### config.mk
export PLATFORM = sky130hd
export DESIGN_NAME = dram_refresh_ctrl
export DESIGN_NICKNAME = d
export VERILOG_FILES = /design/src/rtl/dref_pkg.sv /design/src/rtl/dref_tick_timer.sv /design/src/rtl/dref_pend_ctr.sv /design/src/rtl/dref_cycle_seq.sv /design/src/rtl/dram_refresh_ctrl.sv
export SDC_FILE = /design/constraint.sdc
export NUM_CORES = 1
export LEC_CHECK = 0
export BUFFER_PORTS_ARGS = -buffer_cell sky130_fd_sc_hd__buf_2
export CORE_MARGIN = 3
export CORE_UTILIZATION = 61
export DETAILED_ROUTE_END_ITERATION = 16
export HOLD_SLACK_MARGIN = 0.15
export PLACE_DENSITY = 0.88
export SYNTH_ARGS = -nofsm -noshare
export SYNTH_HDL_FRONTEND = slang
export SYNTH_SLANG_ARGS = --single-unit
### constraint.sdc
create_clock -name clk -period 2.8 [get_ports clk]
set_clock_uncertainty 0.1 [all_clocks]
set_input_delay 0.56 -clock clk [delete_from_list [all_inputs] [get_ports clk]]
set_output_delay 0.56 -clock clk [all_outputs]
set_load 0.1 [all_outputs]
### src/rtl/dref_pkg.sv
// Shared types and helpers for the DRAM refresh controller.
package dref_pkg;

    typedef enum logic [2:0] {
        ST_IDLE   = 3'd0,
        ST_REQ    = 3'd1,
        ST_CAS    = 3'd2,
        ST_RAS    = 3'd3,
        ST_PRE    = 3'd4,
        ST_SRHOLD = 3'd5,
        ST_SR     = 3'd6,
        ST_SRX    = 3'd7
    } seq_state_t;

    function automatic int imax(input int a, input int b);
        return (a > b) ? a : b;
    endfunction

endpackage

### src/rtl/dref_tick_timer.sv
// Interval timer: pulses tick_o once every PERIOD enabled cycles.
// Assumes PERIOD >= 2. When disabled the count returns to zero, so the
// next tick comes a full PERIOD after enable is restored.
module dref_tick_timer #(
    parameter int PERIOD = 100
) (
    input  logic clk,
    input  logic rst_n,
    input  logic en_i,
    output logic tick_o
);
    localparam int CW = $clog2(PERIOD);

    logic [CW-1:0] cnt;

    assign tick_o = en_i && (cnt == CW'(PERIOD - 1));

    // Count enabled cycles, wrap on tick, clear while paused.
    always_ff @(posedge clk) begin
        if (!rst_n || !en_i || tick_o) begin
            cnt <= '0;
        end else begin
            cnt <= cnt + 1'b1;
        end
    end
endmodule

### src/rtl/dref_pend_ctr.sv
// Owed-refresh counter: adds AMT per tick, subtracts one per completed
// refresh, saturates at LIMIT. Clear wins over fill, fill over arithmetic.
// Assumes sub_i is only raised while the count is nonzero.
module dref_pend_ctr #(
    parameter int AMT   = 1,
    parameter int LIMIT = 4
) (
    input  logic clk,
    input  logic rst_n,
    input  logic add_i,
    input  logic sub_i,
    input  logic fill_i,
    input  logic clr_i,
    output logic nz_o
);
    localparam int PW = $clog2(LIMIT + AMT + 1);

    logic [PW-1:0] cnt;
    logic [PW-1:0] nxt;

    // Next count with saturation at the limit.
    always_comb begin
        nxt = cnt;
        if (add_i) nxt = nxt + PW'(AMT);
        if (sub_i && nxt != '0) nxt = nxt - 1'b1;
        if (nxt > PW'(LIMIT)) nxt = PW'(LIMIT);
    end

    // Hold the owed count.
    always_ff @(posedge clk) begin
        if (!rst_n || clr_i) begin
            cnt <= '0;
        end else if (fill_i) begin
            cnt <= PW'(LIMIT);
        end else begin
            cnt <= nxt;
        end
    end

    assign nz_o = (cnt != '0);
endmodule

### src/rtl/dref_cycle_seq.sv
// Strobe sequencer: requests the bus, runs CBR refresh cycles, and walks
// the self-refresh entry, hold, stay and recovery phases. Outputs decode
// straight from the state register. Assumes every timing parameter >= 1
// and that the arbiter keeps granting once the strobes have started.
module dref_cycle_seq
    import dref_pkg::*;
#(
    parameter int CAS_LEAD    = 2,
    parameter int RAS_LOW     = 3,
    parameter int PRECHARGE   = 2,
    parameter int SR_HOLD     = 6,
    parameter int SR_RECOVER  = 5,
    parameter bit DISTRIBUTED = 1'b1
) (
    input  logic clk,
    input  logic rst_n,
    input  logic grant_i,
    input  logic enter_i,
    input  logic exit_i,
    input  logic pend_nz_i,
    output logic done_o,
    output logic fill_o,
    output logic pause_o,
    output logic clr_o,
    output logic req_o,
    output logic ras_n_o,
    output logic cas_n_o,
    output logic busy_o,
    output logic sr_o
);
    localparam int TMAX = imax(imax(imax(CAS_LEAD, RAS_LOW), imax(PRECHARGE, SR_HOLD)), SR_RECOVER);
    localparam int TW   = (TMAX < 2) ? 1 : $clog2(TMAX);

    seq_state_t    state, state_nx;
    logic [TW-1:0] tcnt, tcnt_nx;
    logic          for_sr, for_sr_nx;
    logic          enter_pend;
    logic          take_sr;
    logic          t_zero;

    assign t_zero  = (tcnt == '0);
    assign take_sr = (state == ST_IDLE) && !pend_nz_i && enter_pend;

    // Next state, phase timer and entry-purpose flag.
    always_comb begin
        state_nx  = state;
        tcnt_nx   = t_zero ? tcnt : tcnt - 1'b1;
        for_sr_nx = for_sr;
        unique case (state)
            ST_IDLE: begin
                if (pend_nz_i) begin
                    state_nx  = ST_REQ;
                    for_sr_nx = 1'b0;
                end else if (enter_pend) begin
                    state_nx  = ST_REQ;
                    for_sr_nx = 1'b1;
                end
            end
            ST_REQ: begin
                if (grant_i) begin
                    state_nx = ST_CAS;
                    tcnt_nx  = TW'(CAS_LEAD - 1);
                end
            end
            ST_CAS: begin
                if (t_zero) begin
                    state_nx = for_sr ? ST_SRHOLD : ST_RAS;
                    tcnt_nx  = for_sr ? TW'(SR_HOLD - 1) : TW'(RAS_LOW - 1);
                end
            end
            ST_RAS: begin
                if (t_zero) begin
                    state_nx = ST_PRE;
                    tcnt_nx  = TW'(PRECHARGE - 1);
                end
            end
            ST_PRE: begin
                if (t_zero) begin
                    state_nx = pend_nz_i ? ST_CAS : ST_IDLE;
                    tcnt_nx  = TW'(CAS_LEAD - 1);
                end
            end
            ST_SRHOLD: begin
                if (t_zero) state_nx = ST_SR;
            end
            ST_SR: begin
                if (exit_i) begin
                    state_nx = ST_SRX;
                    tcnt_nx  = TW'(SR_RECOVER - 1);
                end
            end
            ST_SRX: begin
                if (t_zero) begin
                    state_nx  = DISTRIBUTED ? ST_IDLE : ST_CAS;
                    tcnt_nx   = TW'(CAS_LEAD - 1);
                    for_sr_nx = 1'b0;
                end
            end
            default: state_nx = ST_IDLE;
        endcase
    end

    // State, timer and flag registers.
    always_ff @(posedge clk) begin
        if (!rst_n) begin
            state  <= ST_IDLE;
            tcnt   <= '0;
            for_sr <= 1'b0;
        end else begin
            state  <= state_nx;
            tcnt   <= tcnt_nx;
            for_sr <= for_sr_nx;
        end
    end

    // Latch an enter command only while idle or waiting to refresh.
    always_ff @(posedge clk) begin
        if (!rst_n || take_sr) begin
            enter_pend <= 1'b0;
        end else if (enter_i && (state == ST_IDLE || (state == ST_REQ && !for_sr))) begin
            enter_pend <= 1'b1;
        end
    end

    assign done_o  = (state == ST_RAS) && t_zero;
    assign fill_o  = !DISTRIBUTED && (state == ST_SRX) && t_zero;
    assign pause_o = (state == ST_SRHOLD) || (state == ST_SR) || (state == ST_SRX);
    assign clr_o   = (state == ST_SR);
    assign req_o   = (state != ST_IDLE);
    assign busy_o  = (state != ST_IDLE) && (state != ST_REQ);
    assign sr_o    = (state == ST_SR);
    assign ras_n_o = !((state == ST_RAS) || (state == ST_SRHOLD) || (state == ST_SR));
    assign cas_n_o = !((state == ST_CAS) || (state == ST_RAS) ||
                       (state == ST_SRHOLD) || (state == ST_SR));
endmodule

### src/rtl/dram_refresh_ctrl.sv
// DRAM refresh controller top: interval timer, owed-refresh counter and
// strobe sequencer. DISTRIBUTED=1 owes one refresh per REF_INTERVAL;
// DISTRIBUTED=0 owes ROW_COUNT refreshes per REF_INTERVAL*ROW_COUNT and
// sweeps all rows after each self-refresh exit. All times in cycles.
module dram_refresh_ctrl #(
    parameter int REF_INTERVAL = 12500,
    parameter int ROW_COUNT    = 4096,
    parameter int CAS_LEAD     = 2,
    parameter int RAS_LOW      = 6,
    parameter int PRECHARGE    = 5,
    parameter int SR_HOLD      = 10000,
    parameter int SR_RECOVER   = 11000,
    parameter int PEND_MAX     = 8,
    parameter bit DISTRIBUTED  = 1'b1
) (
    input  logic clk,
    input  logic rst_n,
    input  logic grant_i,
    input  logic sr_enter_i,
    input  logic sr_exit_i,
    output logic req_o,
    output logic ras_n_o,
    output logic cas_n_o,
    output logic busy_o,
    output logic sr_active_o
);
    localparam int PERIOD = DISTRIBUTED ? REF_INTERVAL : REF_INTERVAL * ROW_COUNT;
    localparam int AMT    = DISTRIBUTED ? 1 : ROW_COUNT;
    localparam int LIMIT  = DISTRIBUTED ? PEND_MAX : ROW_COUNT;

    logic tick, pend_nz, done, fill, pause, clr;

    dref_tick_timer #(.PERIOD(PERIOD)) u_timer (
        .clk    (clk),
        .rst_n  (rst_n),
        .en_i   (!pause),
        .tick_o (tick)
    );

    dref_pend_ctr #(.AMT(AMT), .LIMIT(LIMIT)) u_pend (
        .clk    (clk),
        .rst_n  (rst_n),
        .add_i  (tick),
        .sub_i  (done),
        .fill_i (fill),
        .clr_i  (clr),
        .nz_o   (pend_nz)
    );

    dref_cycle_seq #(
        .CAS_LEAD    (CAS_LEAD),
        .RAS_LOW     (RAS_LOW),
        .PRECHARGE   (PRECHARGE),
        .SR_HOLD     (SR_HOLD),
        .SR_RECOVER  (SR_RECOVER),
        .DISTRIBUTED (DISTRIBUTED)
    ) u_seq (
        .clk       (clk),
        .rst_n     (rst_n),
        .grant_i   (grant_i),
        .enter_i   (sr_enter_i),
        .exit_i    (sr_exit_i),
        .pend_nz_i (pend_nz),
        .done_o    (done),
        .fill_o    (fill),
        .pause_o   (pause),
        .clr_o     (clr),
        .req_o     (req_o),
        .ras_n_o   (ras_n_o),
        .cas_n_o   (cas_n_o),
        .busy_o    (busy_o),
        .sr_o      (sr_active_o)
    );
endmodule

Yosys cells after proc, flatten, opt, wreduce, memory -nomap -nowiden
Cells that the tools add are included.

word-level totals
  register bits = 37
  input bits = 5
  output and inout port bits = 5
  word-level logic and storage cells = 92

cells by class
  add/subtract/negate cells = 4
  order comparisons = 1
  equal/unequal tests = 17
  multiplexer cells = 27
  reduce and logical (&&, ||, !) cells = 36

operators by type and width
  cell                   number
  $mux 14                7
  $pmux 14 s5            1
  $mux 3                 10
  $pmux 3 s8             1
  $add 14x1->14 const B  1
  $eq 14x14->1 const B   1
  $logic_not 14->1       1
  $sub 14x1->14 const B  1
  $eq 3x3->1 const B     4
  $logic_or 1x1->1       12
  $mux 4                 3
  $ne 2x1->1 const B     5
  $logic_and 1x1->1      8
  $reduce_and 8->1       1
  $reduce_bool 4->1      2
  $eq 3x2->1 const B     2
  $logic_not 1->1        6
  $ne 3x1->1 const B     2
  $add 4x1->4 const B    1
  $gt 4x4->1 const B     1
  $ne 2x2->1 const B     2
  $reduce_or 2->1        2
  $sub 4x1->4 const B    1
  $eq 3x1->1 const B     1
  7 further kinds        9

Logic depth before layout (Yosys ltp)
Gate-level depths: netlist of the first run.

  depth in word-level cells = 11
  mapped depth = 13
  gate-level depth less buffers = 11

By module
From an unflattened synthesis of the first run, not the netlist that was laid out.

unflattened totals
  cells, all modules = 291
  area, all modules = 2,361.0 um^2

modules (own cells, without submodules)
  module             times used  cells each  area an instance (um^2)  seq. area each (um^2)
  dref_cycle_seq     1           176         1,317.5                  380.4
  dref_tick_timer    1           72          639.4                    280.3
  dref_pend_ctr      1           42          400.4                    80.1
  dram_refresh_ctrl  1           1           3.8                      0.0

Worst setup path before layout of the first run
No wires, ideal clock.

  path kind = register to output
  start point = register u_seq.state[2]
  end point = output cas_n_o
  data arrival time = 2.416 ns
  required time = 2.140 ns
  path slack = -0.276 ns
  cell stages (with the launch flop) = 4
  buffers on the path = 1
  cell sequence = dfxtp_1 -> clkbuf_1 -> nand2_1 -> xnor2_1

on the way
  cells in the longest elaborated chain, start to end = 5
  elaborated cells on any way between the ends = 8
  classes of those cells = eq/ne: 4; reduce/logical: 4

ends and longest elaborated chain
  item                            RTL line                 RTL
  start, declared                 dref_cycle_seq.sv:34     seq_state_t state, state_nx;
  start signal, assigned          dref_cycle_seq.sv:110    state <= state_nx;
  $eq 3x2->1                      dref_cycle_seq.sv:133    assign cas_n_o = !((state == ST_CAS) || (state == ST_RAS) ||
  $logic_or 1x1->1 (2 in series)  dref_cycle_seq.sv:133
  $logic_or 1x1->1 *              dref_cycle_seq.sv:134    (state == ST_SRHOLD) || (state == ST_SR));
  $logic_not 1->1 *               dref_cycle_seq.sv:133
  end, declared                   dram_refresh_ctrl.sv:23  output logic cas_n_o,

Mark *: on every way between the ends. The rest lies on a longest branch, timed or not.

Worst setup path after layout of the first run
  start point = register u_seq.state[0]
  end point = output ras_n_o

on the way
  cells in the longest elaborated chain, start to end = 4
  elaborated cells on any way between the ends = 6
  classes of those cells = eq/ne: 3; reduce/logical: 3

ends and longest elaborated chain
  item                                             RTL line                 RTL
  $eq 3x2->1 / $eq 3x3->1 (equally long branches)  dref_cycle_seq.sv:132    assign ras_n_o = !((state == ST_RAS) || (state == ST_SRHOLD) || (state == ST_SR));
  $logic_or 1x1->1                                 dref_cycle_seq.sv:132
  $logic_or 1x1->1 *                               dref_cycle_seq.sv:132
  $logic_not 1->1 *                                dref_cycle_seq.sv:132
  end, declared                                    dram_refresh_ctrl.sv:22  output logic ras_n_o,

Marked as above.

==> impl_metrics.tcl, run 1 <==
set metrics [dict create \
    status "finished clean" \
    ir_worst_vdd_v 0.000663 \
    fin_ws_ps 183 \
    crit_path_start_kind "flop" \
    cp.required_ps 2140 \
    htree_levels 2 \
    clkPwrFrac_pct 18.0 \
    hold_class "reg -> reg" \
    numPortBuffers 9 \
    routed_wl_microns 4610 \
    synth_cell_types 61 \
    synthCells 276 \
    grt_setup_unrepaired "no" \
    fp.dieW_microns 67.2 \
    critPathKind "reg -> out" \
    postCtsHoldBufs 0 \
    dp_hpwl_microns 3340 \
    nNetsFinal 298 \
    io_pins 10 \
    ctsLongestPathBuffers 2 \
    p_leak_nw 0.969 \
    antenna_left 0 \
    cts_tree "done" \
    min_to "u_timer.cnt[0]" \
    powerDensity_nw_per_um2 998 \
    synthArstFlopShare_pct 0 \
    die_area_sq_um 4510 \
    root_buffer "clkbuf_8" \
    route.vias.total 1946 \
    power_frac_seq_pct 32.6 \
    syn_to_final_growth_pct 7.89 \
    cts.sinks 37 \
    clock.fmax_mhz 382 \
    post_cts_buffers 0 \
    pre_cts_ws_ps 281 \
    final_util_pct 71.0 \
    fin_crit_ps 2620 \
    arrival_ps 1960 \
    netlist_area_sq_um 2280 \
    synth_ff_type "dfxtp_1" \
    gp_congestion 0.856 \
    first_pass_iters 4 \
    first_global_vias 1793 \
    worst_pin_slew_ps 698 \
    maxSlewHeadroom_pct 53.4 \
    die_y_microns 67.2 \
    worstHoldPathCells 1 \
    combPwrFrac_pct 49.5 \
    wire_per_inst_microns 13.9 \
    vias_per_cell 5.88 \
    placementRows 21 \
    hold_start "u_timer.cnt[0]" \
    clkSlewWorstSetupHoldPaths_ps 70 \
    r2r_end "u_seq.tcnt[0]" \
    route.detailed.drc 0 \
    synthesis.nets 289 \
    drive_gt1_share_pct 13.7 \
    synth_edf_count 0 \
    critPathCaptureType "output port" \
    grtUsageTotal_pct 23.1 \
    core_area_sq_um 3470 \
    overflow 0 \
    p_int_mw 1.40 \
    crit_fanout 21 \
    antenna_cells 0 \
    antenna_found_initial 0 \
    tns_ps 0 \
    cts_buffers 5 \
    finalSetupViolCount 0 \
    grt_max_degree 22 \
    drt_iter0_drc 150 \
    slew_violations 0 \
    grt_pass1_wl_microns 7870 \
    synth_seq_cells 37 \
    yosysWarnings 0 \
    finalHoldViolCount 0 \
    avgSynthCellArea_sq_um 8.27 \
    cts_resized 0 \
    p_switching_mw 1.05 \
    rrSetupSlack_ps 200 \
    rr_startpoint "u_seq.tcnt[0]" \
    r2r.worst_path.cells 11 \
    netSwitchingFraction_pct 42.8 \
    start_util_pct 65.8 \
    period_share_pct 93.5 \
    yosysSeqAreaShare_pct 32.4 \
    clock_latency_ps 290 \
    max_cap_violations 0 \
]
sequential cells by signal, summed over array words and instances (netlist names):
name,count
u_seq.tcnt,14
u_timer.cnt,14
u_pend.cnt,4
u_seq.state,3
u_seq.enter_pend,1
u_seq.for_sr,1
synth_stat cells, types with 3 or more instances:
library cell  number  area, sq um
o21ai_0           12         60.1
a31oi_1            3         18.8
nand4_1            4         25.0
dfxtp_1           37          741
nand3_1           13         65.1
xnor2_1           10         87.6
clkbuf_1           6         22.5
nor2b_1            5         31.3
nor4_1             4         25.0
nor3b_1            4         30.0
nand2_1           26         97.6
ha_1               8          100
nor3_1             5         25.0
and3_1             3         18.8
nor2_1            35          131
mux2i_1            3         30.0
a21oi_1           16         80.1
or3_1              4         25.0
xor2_1            17          149
inv_1             13         48.8
cell families (layout without fill, tap and decap cells):
logic type,count (synthesis),after routing,synth area share (%)
flops,37,37,32.4
simple gates,121,121,28.9
fa+ha+maj,8,8,4.38
mux,5,5,2.47
compound gates,53,53,16.1
buf+inv,25,34,5.31
xor+xnor,27,27,10.4
metal layers:
metal / vias to the layer above / global-route usage, % / share of wire, %
met2: 55 / 37.2 / 48
met5: - / 0 / 0
met3: 9 / 6.16 / 4.9
met1: 896 / 28.4 / 45
li1: 986 / - / -
met4: 0 / 11.1 / 2.1
per-stage QoR:
step | instance area [sq um] | hold WS, ps | instances | total power, mW
after CTS | 2460 | 401 | 331 | 2.46
after detailed placement | 2360 | 387 | 324 | 2.01
after global placement | 2360 | 357 | 324 | 1.97
final | 2460 | 396 | 331 | 2.46
after global routing | 2460 | 418 | 331 | 2.63
after floorplan | 2300 | 341 | 276 | 1.83
power by group through the flow:
stage / combinational (mW) / sequential, mW / clock, mW
floorplan: 1.08 / 0.744 / 0
global placement: 1.17 / 0.800 / 0
detailed placement: 1.20 / 0.809 / 0
CTS: 1.21 / 0.797 / 0.451
global route: 1.34 / 0.816 / 0.477
finish: 1.22 / 0.800 / 0.441
cells in the final DEF (no fill, tap or decap), types with 3 or more instances in the layout:
cell type | Yosys | routed
buf_4 | 0 | 4
inv_1 | 13 | 13
dfxtp_1 | 37 | 37
nor3b_1 | 4 | 4
a21oi_1 | 16 | 16
mux2i_1 | 3 | 3
buf_2 | 2 | 9
nand2_1 | 26 | 26
o21ai_0 | 12 | 12
or3_1 | 4 | 4
clkbuf_8 | 1 | 5
xor2_1 | 17 | 17
xnor2_1 | 10 | 9
and3_1 | 3 | 3
nor2_1 | 35 | 35
nand3_1 | 13 | 13
nand4_1 | 4 | 4
nor3_1 | 5 | 5
ha_1 | 8 | 8
nor2b_1 | 5 | 5
a31oi_1 | 3 | 3
nor4_1 | 4 | 4
worst max path at each step:
| stage | startpoint | to | slack (ps) |
|---|---|---|---|
| 2_1_floorplan | u_seq.state[2] | cas_n_o | 330 |
| 3_3_place_gp | u_timer.cnt[0] | u_pend.cnt[2] | 340 |
| 3_5_place_dp | u_timer.cnt[0] | u_pend.cnt[2] | 280 |
| 4_1_cts | u_seq.state[0] | ras_n_o | 180 |
| 5_1_grt | u_seq.state[0] | ras_n_o | 30 |
| 6_report | u_seq.state[0] | ras_n_o | 180 |
final cells by class:
type | count | area, sq um
clock buffer | 5 | 68.8
clock inverter | 2 | 35.0
fill | 271 | 1000
inverter | 14 | 52.6
multi-input combinational | 214 | 1430
sequential | 37 | 741
tap | 46 | 57.6
timing repair buffer | 13 | 75.1
worst max-delay path, stage by stage, from the launching register on:
cell and delay [ps]:
dfxtp_1 770, nor2b_1 500, a22oi_2 80, buf_2 320
Note: power is estimated with default switching activity, not from simulation.
==> run 2: changes to the inputs <==
--- a/config.mk
+++ b/config.mk
@@ -7,10 +7,10 @@
 export LEC_CHECK = 0
 export BUFFER_PORTS_ARGS = -buffer_cell sky130_fd_sc_hd__buf_2
 export CORE_MARGIN = 3
-export CORE_UTILIZATION = 61
+export CORE_UTILIZATION = 37
 export DETAILED_ROUTE_END_ITERATION = 16
 export HOLD_SLACK_MARGIN = 0.15
-export PLACE_DENSITY = 0.88
+export PLACE_DENSITY_LB_ADDON = 0.3
 export SYNTH_ARGS = -nofsm -noshare
 export SYNTH_HDL_FRONTEND = slang
 export SYNTH_SLANG_ARGS = --single-unit
==> run 2 against run 1 <==
Sequential cell count stayed put; global-route usage is 9.1 points lower; via count is 1.4% lower; hold slack worse by 8.0 ps; non-clock buffer count is 3 higher; clock power is 24% higher; largest cell class unchanged; largest power group unchanged; highest routed layer unchanged.
==> impl_metrics.tcl, run 2 (synthesized netlist as in run 1, its figures left out) <==
set metrics [dict create \
    status "finished clean" \
    placementRows 27 \
    ir_worst_vdd_v 0.000429 \
    htree_levels 2 \
    wire_per_inst_microns 13.2 \
    numPortBuffers 9 \
    route.detailed.drc 0 \
    post_cts_buffers 0 \
    clock.fmax_mhz 389 \
    grt_max_degree 15 \
    gp_congestion 0.839 \
    finalSetupViolCount 0 \
    cts_tree "done" \
    clock_latency_ps 280 \
    fin_crit_ps 2570 \
    worst_pin_slew_ps 580 \
    crit_fanout 13 \
    max_stage_delay_ps 430 \
    arrival_ps 1910 \
    p_leak_nw 1.00 \
    finalHoldViolCount 0 \
    core_area_sq_um 5740 \
    cp.required_ps 2140 \
    routed_wl_microns 4770 \
    crit_path_start_kind "flop" \
    antenna_left 0 \
    crit_slowest_cell "dfxtp_1" \
    hold_class "reg -> reg" \
    path_delay_family "buffers and inverters" \
    maxSlewHeadroom_pct 61.0 \
    antenna_found_initial 0 \
    first_global_vias 1838 \
    die_area_sq_um 7150 \
    first_pass_iters 4 \
    fin_ws_ps 227 \
    grtUsageTotal_pct 14.0 \
    grt_pass1_wl_microns 8410 \
    hold_slack_ps 388 \
    root_buffer "clkbuf_8" \
    cts.sinks 37 \
    dp_hpwl_microns 3540 \
    slew_violations 0 \
    final_cell_mix "dfxtp_1 (37), nor2_1 (35), nand2_1 (26), xor2_1 (17), a21oi_1 (16)" \
    start_util_pct 39.8 \
    postCtsHoldBufs 0 \
    critPathKind "reg -> out" \
    drive_gt1_share_pct 14.9 \
    place_inst 353 \
    pre_cts_ws_ps 260 \
    critPathCaptureType "output port" \
    grt_setup_unrepaired "no" \
    syn_to_final_growth_pct 11.6 \
    final_common_cell "dfxtp_1" \
    critPathBufInv 3 \
    max_cap_violations 0 \
    nNetsFinal 301 \
    io_pins 10 \
    ctsLongestPathBuffers 2 \
    cts_buffers 5 \
    drt_iter0_drc 69 \
    final_cell_count_no_fill 361 \
    period_share_pct 91.9 \
    tns_ps 0 \
    reg_top3 "u_seq.tcnt: 14 flops, u_timer.cnt: 14 flops, u_pend.cnt: 4 flops" \
    fp.dieW_microns 84.6 \
    clkSlewWorstSetupHoldPaths_ps 80 \
    route.vias.total 1918 \
    overflow 0 \
    powerDensity_nw_per_um2 1010 \
    cts_resized 0 \
    vias_per_cell 5.31 \
    die_y_microns 84.6 \
    antenna_cells 0 \
    crit_chain "buf_4, nor2b_1, nand2_1, inv_1, buf_2" \
]
run 2: where the power goes:
| part | leakage (nW) | internal (mW) | switching, mW | total (mW) |
|---|---|---|---|---|
| clock | 0.0681 | 0.354 | 0.192 | 0.546 |
| combinational | 0.630 | 0.531 | 0.714 | 1.25 |
| sequential | 0.302 | 0.636 | 0.152 | 0.788 |
run 2: final timing paths:
| check | start | endpoint | slack, ps | cells past startpoint |
|---|---|---|---|---|
| worst max-delay path | u_seq.state[0] | sr_active_o | 230 | 5 |
| worst min-delay path | u_timer.cnt[0] | u_timer.cnt[0] | 390 | 1 |
| worst max register to register | u_timer.cnt[0] | u_pend.cnt[3] | 280 | 9 |
| worst min register to register | u_timer.cnt[0] | u_timer.cnt[0] | 390 | 1 |
run 2: routing by layer:
layer	share of wire, %	GRT usage [%]	up-vias
li1	-	-	993
met1	51	18.9	904
met2	47	22.2	19
met3	2.2	2.65	2
met4	0.61	5.04	0
met5	0	0	-
run 2: metrics by stage:
step / area [sq um] / util (%) / total power, mW
global route: 2550 / 44.4 / 2.78
CTS: 2550 / 44.4 / 2.59
finish: 2550 / 44.4 / 2.58
floorplan: 2300 / - / 1.83
global placement: 2410 / 42.0 / 2.02
detailed placement: 2410 / 42.0 / 2.03
run 2: final cells by class:
type / count / area (sq um)
clock inverters: 3 / 65.1
inverters: 14 / 52.6
multi-input cells: 214 / 1430
well taps: 72 / 90.1
clock buffers: 5 / 68.8
flip-flops and latches: 37 / 741
fillers: 574 / 3190
repair buffers: 16 / 97.6
==> run 3: changes to the inputs <==
--- a/config.mk
+++ b/config.mk
@@ -7,7 +7,7 @@
 export LEC_CHECK = 0
 export BUFFER_PORTS_ARGS = -buffer_cell sky130_fd_sc_hd__buf_2
 export CORE_MARGIN = 3
-export CORE_UTILIZATION = 37
+export CORE_UTILIZATION = 50
 export DETAILED_ROUTE_END_ITERATION = 16
 export HOLD_SLACK_MARGIN = 0.15
 export PLACE_DENSITY_LB_ADDON = 0.3
==> run 3 against run 2 <==
Routed wire length down 2.7%; die area down 24%; register-to-register slack about the same; maximum frequency down 2.6%; combinational power down 5%; cell count down 6.9%; via count up 0.83%; critical path type unchanged; highest routed layer unchanged.
==> impl_metrics.tcl, run 3 (synthesized netlist as in run 1, its figures left out) <==
set metrics [dict create \
    min_to "u_timer.cnt[0]" \
    powerDensity_nw_per_um2 1010 \
    final_common_cell "dfxtp_1" \
    antenna_found_initial 0 \
    core_area_sq_um 4200 \
    critPathKind "reg -> out" \
    final_cell_count_no_fill 336 \
    critPathCaptureType "output port" \
    crit_path_start_kind "flop" \
    first_global_vias 1732 \
    die_area_sq_um 5410 \
    die_y_microns 73.6 \
    root_buffer "clkbuf_8" \
    maxSlewHeadroom_pct 50.2 \
    cts_buffers 5 \
    crit_fanout 24 \
    clkPwrFrac_pct 21.5 \
    wire_per_inst_microns 13.8 \
    rr_startpoint "u_timer.cnt[0]" \
    clock_latency_ps 290 \
    p_switching_mw 1.04 \
    reg_top3 "u_seq.tcnt: 14 flops, u_timer.cnt: 14 flops, u_pend.cnt: 4 flops" \
    slew_violations 0 \
    combPwrFrac_pct 46.8 \
    gp_congestion 0.801 \
    drt_iter0_drc 83 \
    final_cell_mix "dfxtp_1 (37), nor2_1 (35), nand2_1 (26), xor2_1 (17), a21oi_1 (16)" \
    cp.required_ps 2140 \
    grtUsageTotal_pct 19.0 \
    worstHoldPathCells 1 \
    status "finished clean" \
    start_util_pct 54.3 \
    htree_levels 2 \
    nNetsFinal 298 \
    arrival_ps 1980 \
    grt_pass1_wl_microns 8070 \
    numPortBuffers 9 \
    critPathBufInv 2 \
    p_leak_nw 0.981 \
    hold_start "u_timer.cnt[0]" \
    crit_chain "inv_1, xnor2_2, buf_2" \
    hold_class "reg -> reg" \
    ir_worst_vdd_v 0.000484 \
    hold_slack_ps 381 \
    netSwitchingFraction_pct 40.9 \
    power_frac_seq_pct 31.7 \
    dp_hpwl_microns 3400 \
    route.detailed.drc 0 \
    antenna_cells 0 \
    max_cap_violations 0 \
    cts_tree "done" \
    place_inst 328 \
    cts.sinks 37 \
    crit_slowest_cell "dfxtp_1" \
    vias_per_cell 5.76 \
    overflow 0 \
    ctsLongestPathBuffers 2 \
    grt_setup_unrepaired "no" \
    io_pins 10 \
    place_area_sq_um 2360 \
    postCtsHoldBufs 0 \
    rrSetupSlack_ps 280 \
    worst_pin_slew_ps 746 \
    clock.fmax_mhz 378 \
    routed_wl_microns 4640 \
    r2r_end "u_pend.cnt[1]" \
    pre_cts_ws_ps 273 \
    fp.dieW_microns 73.6 \
    period_share_pct 94.4 \
    clkSlewWorstSetupHoldPaths_ps 70 \
    syn_to_final_growth_pct 9.53 \
    max_stage_delay_ps 810 \
    p_int_mw 1.50 \
    placementRows 23 \
    tns_ps 0 \
    final_util_pct 59.5 \
    finish.instance_area_sq_um 2500 \
    fillCellCount 387 \
    finalSetupViolCount 0 \
    drive_gt1_share_pct 14.3 \
    fin_ws_ps 157 \
    fin_crit_ps 2640 \
    r2r.worst_path.cells 9 \
    antenna_left 0 \
    finalHoldViolCount 0 \
    grt_max_degree 25 \
    path_delay_family "flip-flops" \
    total_power_mw 2.54 \
    route.vias.total 1934 \
    first_pass_iters 4 \
]
[run 3: worst max path at each step]
| stage | from | to | slack (ps) | cells after the start |
|---|---|---|---|---|
| floorplan | u_seq.state[2] | cas_n_o | 330 | 3 |
| global placement | u_timer.cnt[0] | u_pend.cnt[1] | 310 | 9 |
| detailed placement | u_timer.cnt[0] | u_pend.cnt[1] | 270 | 9 |
| CTS | u_seq.state[1] | cas_n_o | 160 | 3 |
| global route | u_timer.cnt[0] | u_pend.cnt[1] | 6 | 9 |
| finish | u_seq.state[1] | cas_n_o | 160 | 3 |
[run 3: final cells by class]
class	count	area, sq um	area share, %
Multi-Input combinational cell	214	1440	57.4
Sequential cell	37	741	29.6
Timing Repair Buffer	13	75.1	3.00
Clock buffer	5	68.8	2.75
Clock inverter	3	65.1	2.60
Tap cell	50	62.6	2.50
Inverter	14	52.6	2.10
[run 3: power groups by stage]
stage | registers, mW | logic, mW | clock network, mW
final | 0.804 | 1.19 | 0.546
after global routing | 0.828 | 1.33 | 0.580
after CTS | 0.803 | 1.19 | 0.553
after detailed placement | 0.816 | 1.18 | 0
after global placement | 0.810 | 1.16 | 0
after floorplan | 0.744 | 1.08 | 0
[run 3: repair_timing]
action                                  CTS  global route
endpoints found under the setup margin    0             4
setup buffers                             0             0
resized for setup                         0             1
[run 3: per-layer routing]
metal | GRT usage, % | vias to the layer above | part of all wire (%)
li1 | - | 989 | -
met1 | 25.0 | 901 | 47
met2 | 30.3 | 35 | 47
met3 | 4.38 | 9 | 4.1
met4 | 6.64 | 0 | 1.8
met5 | 0 | - | 0
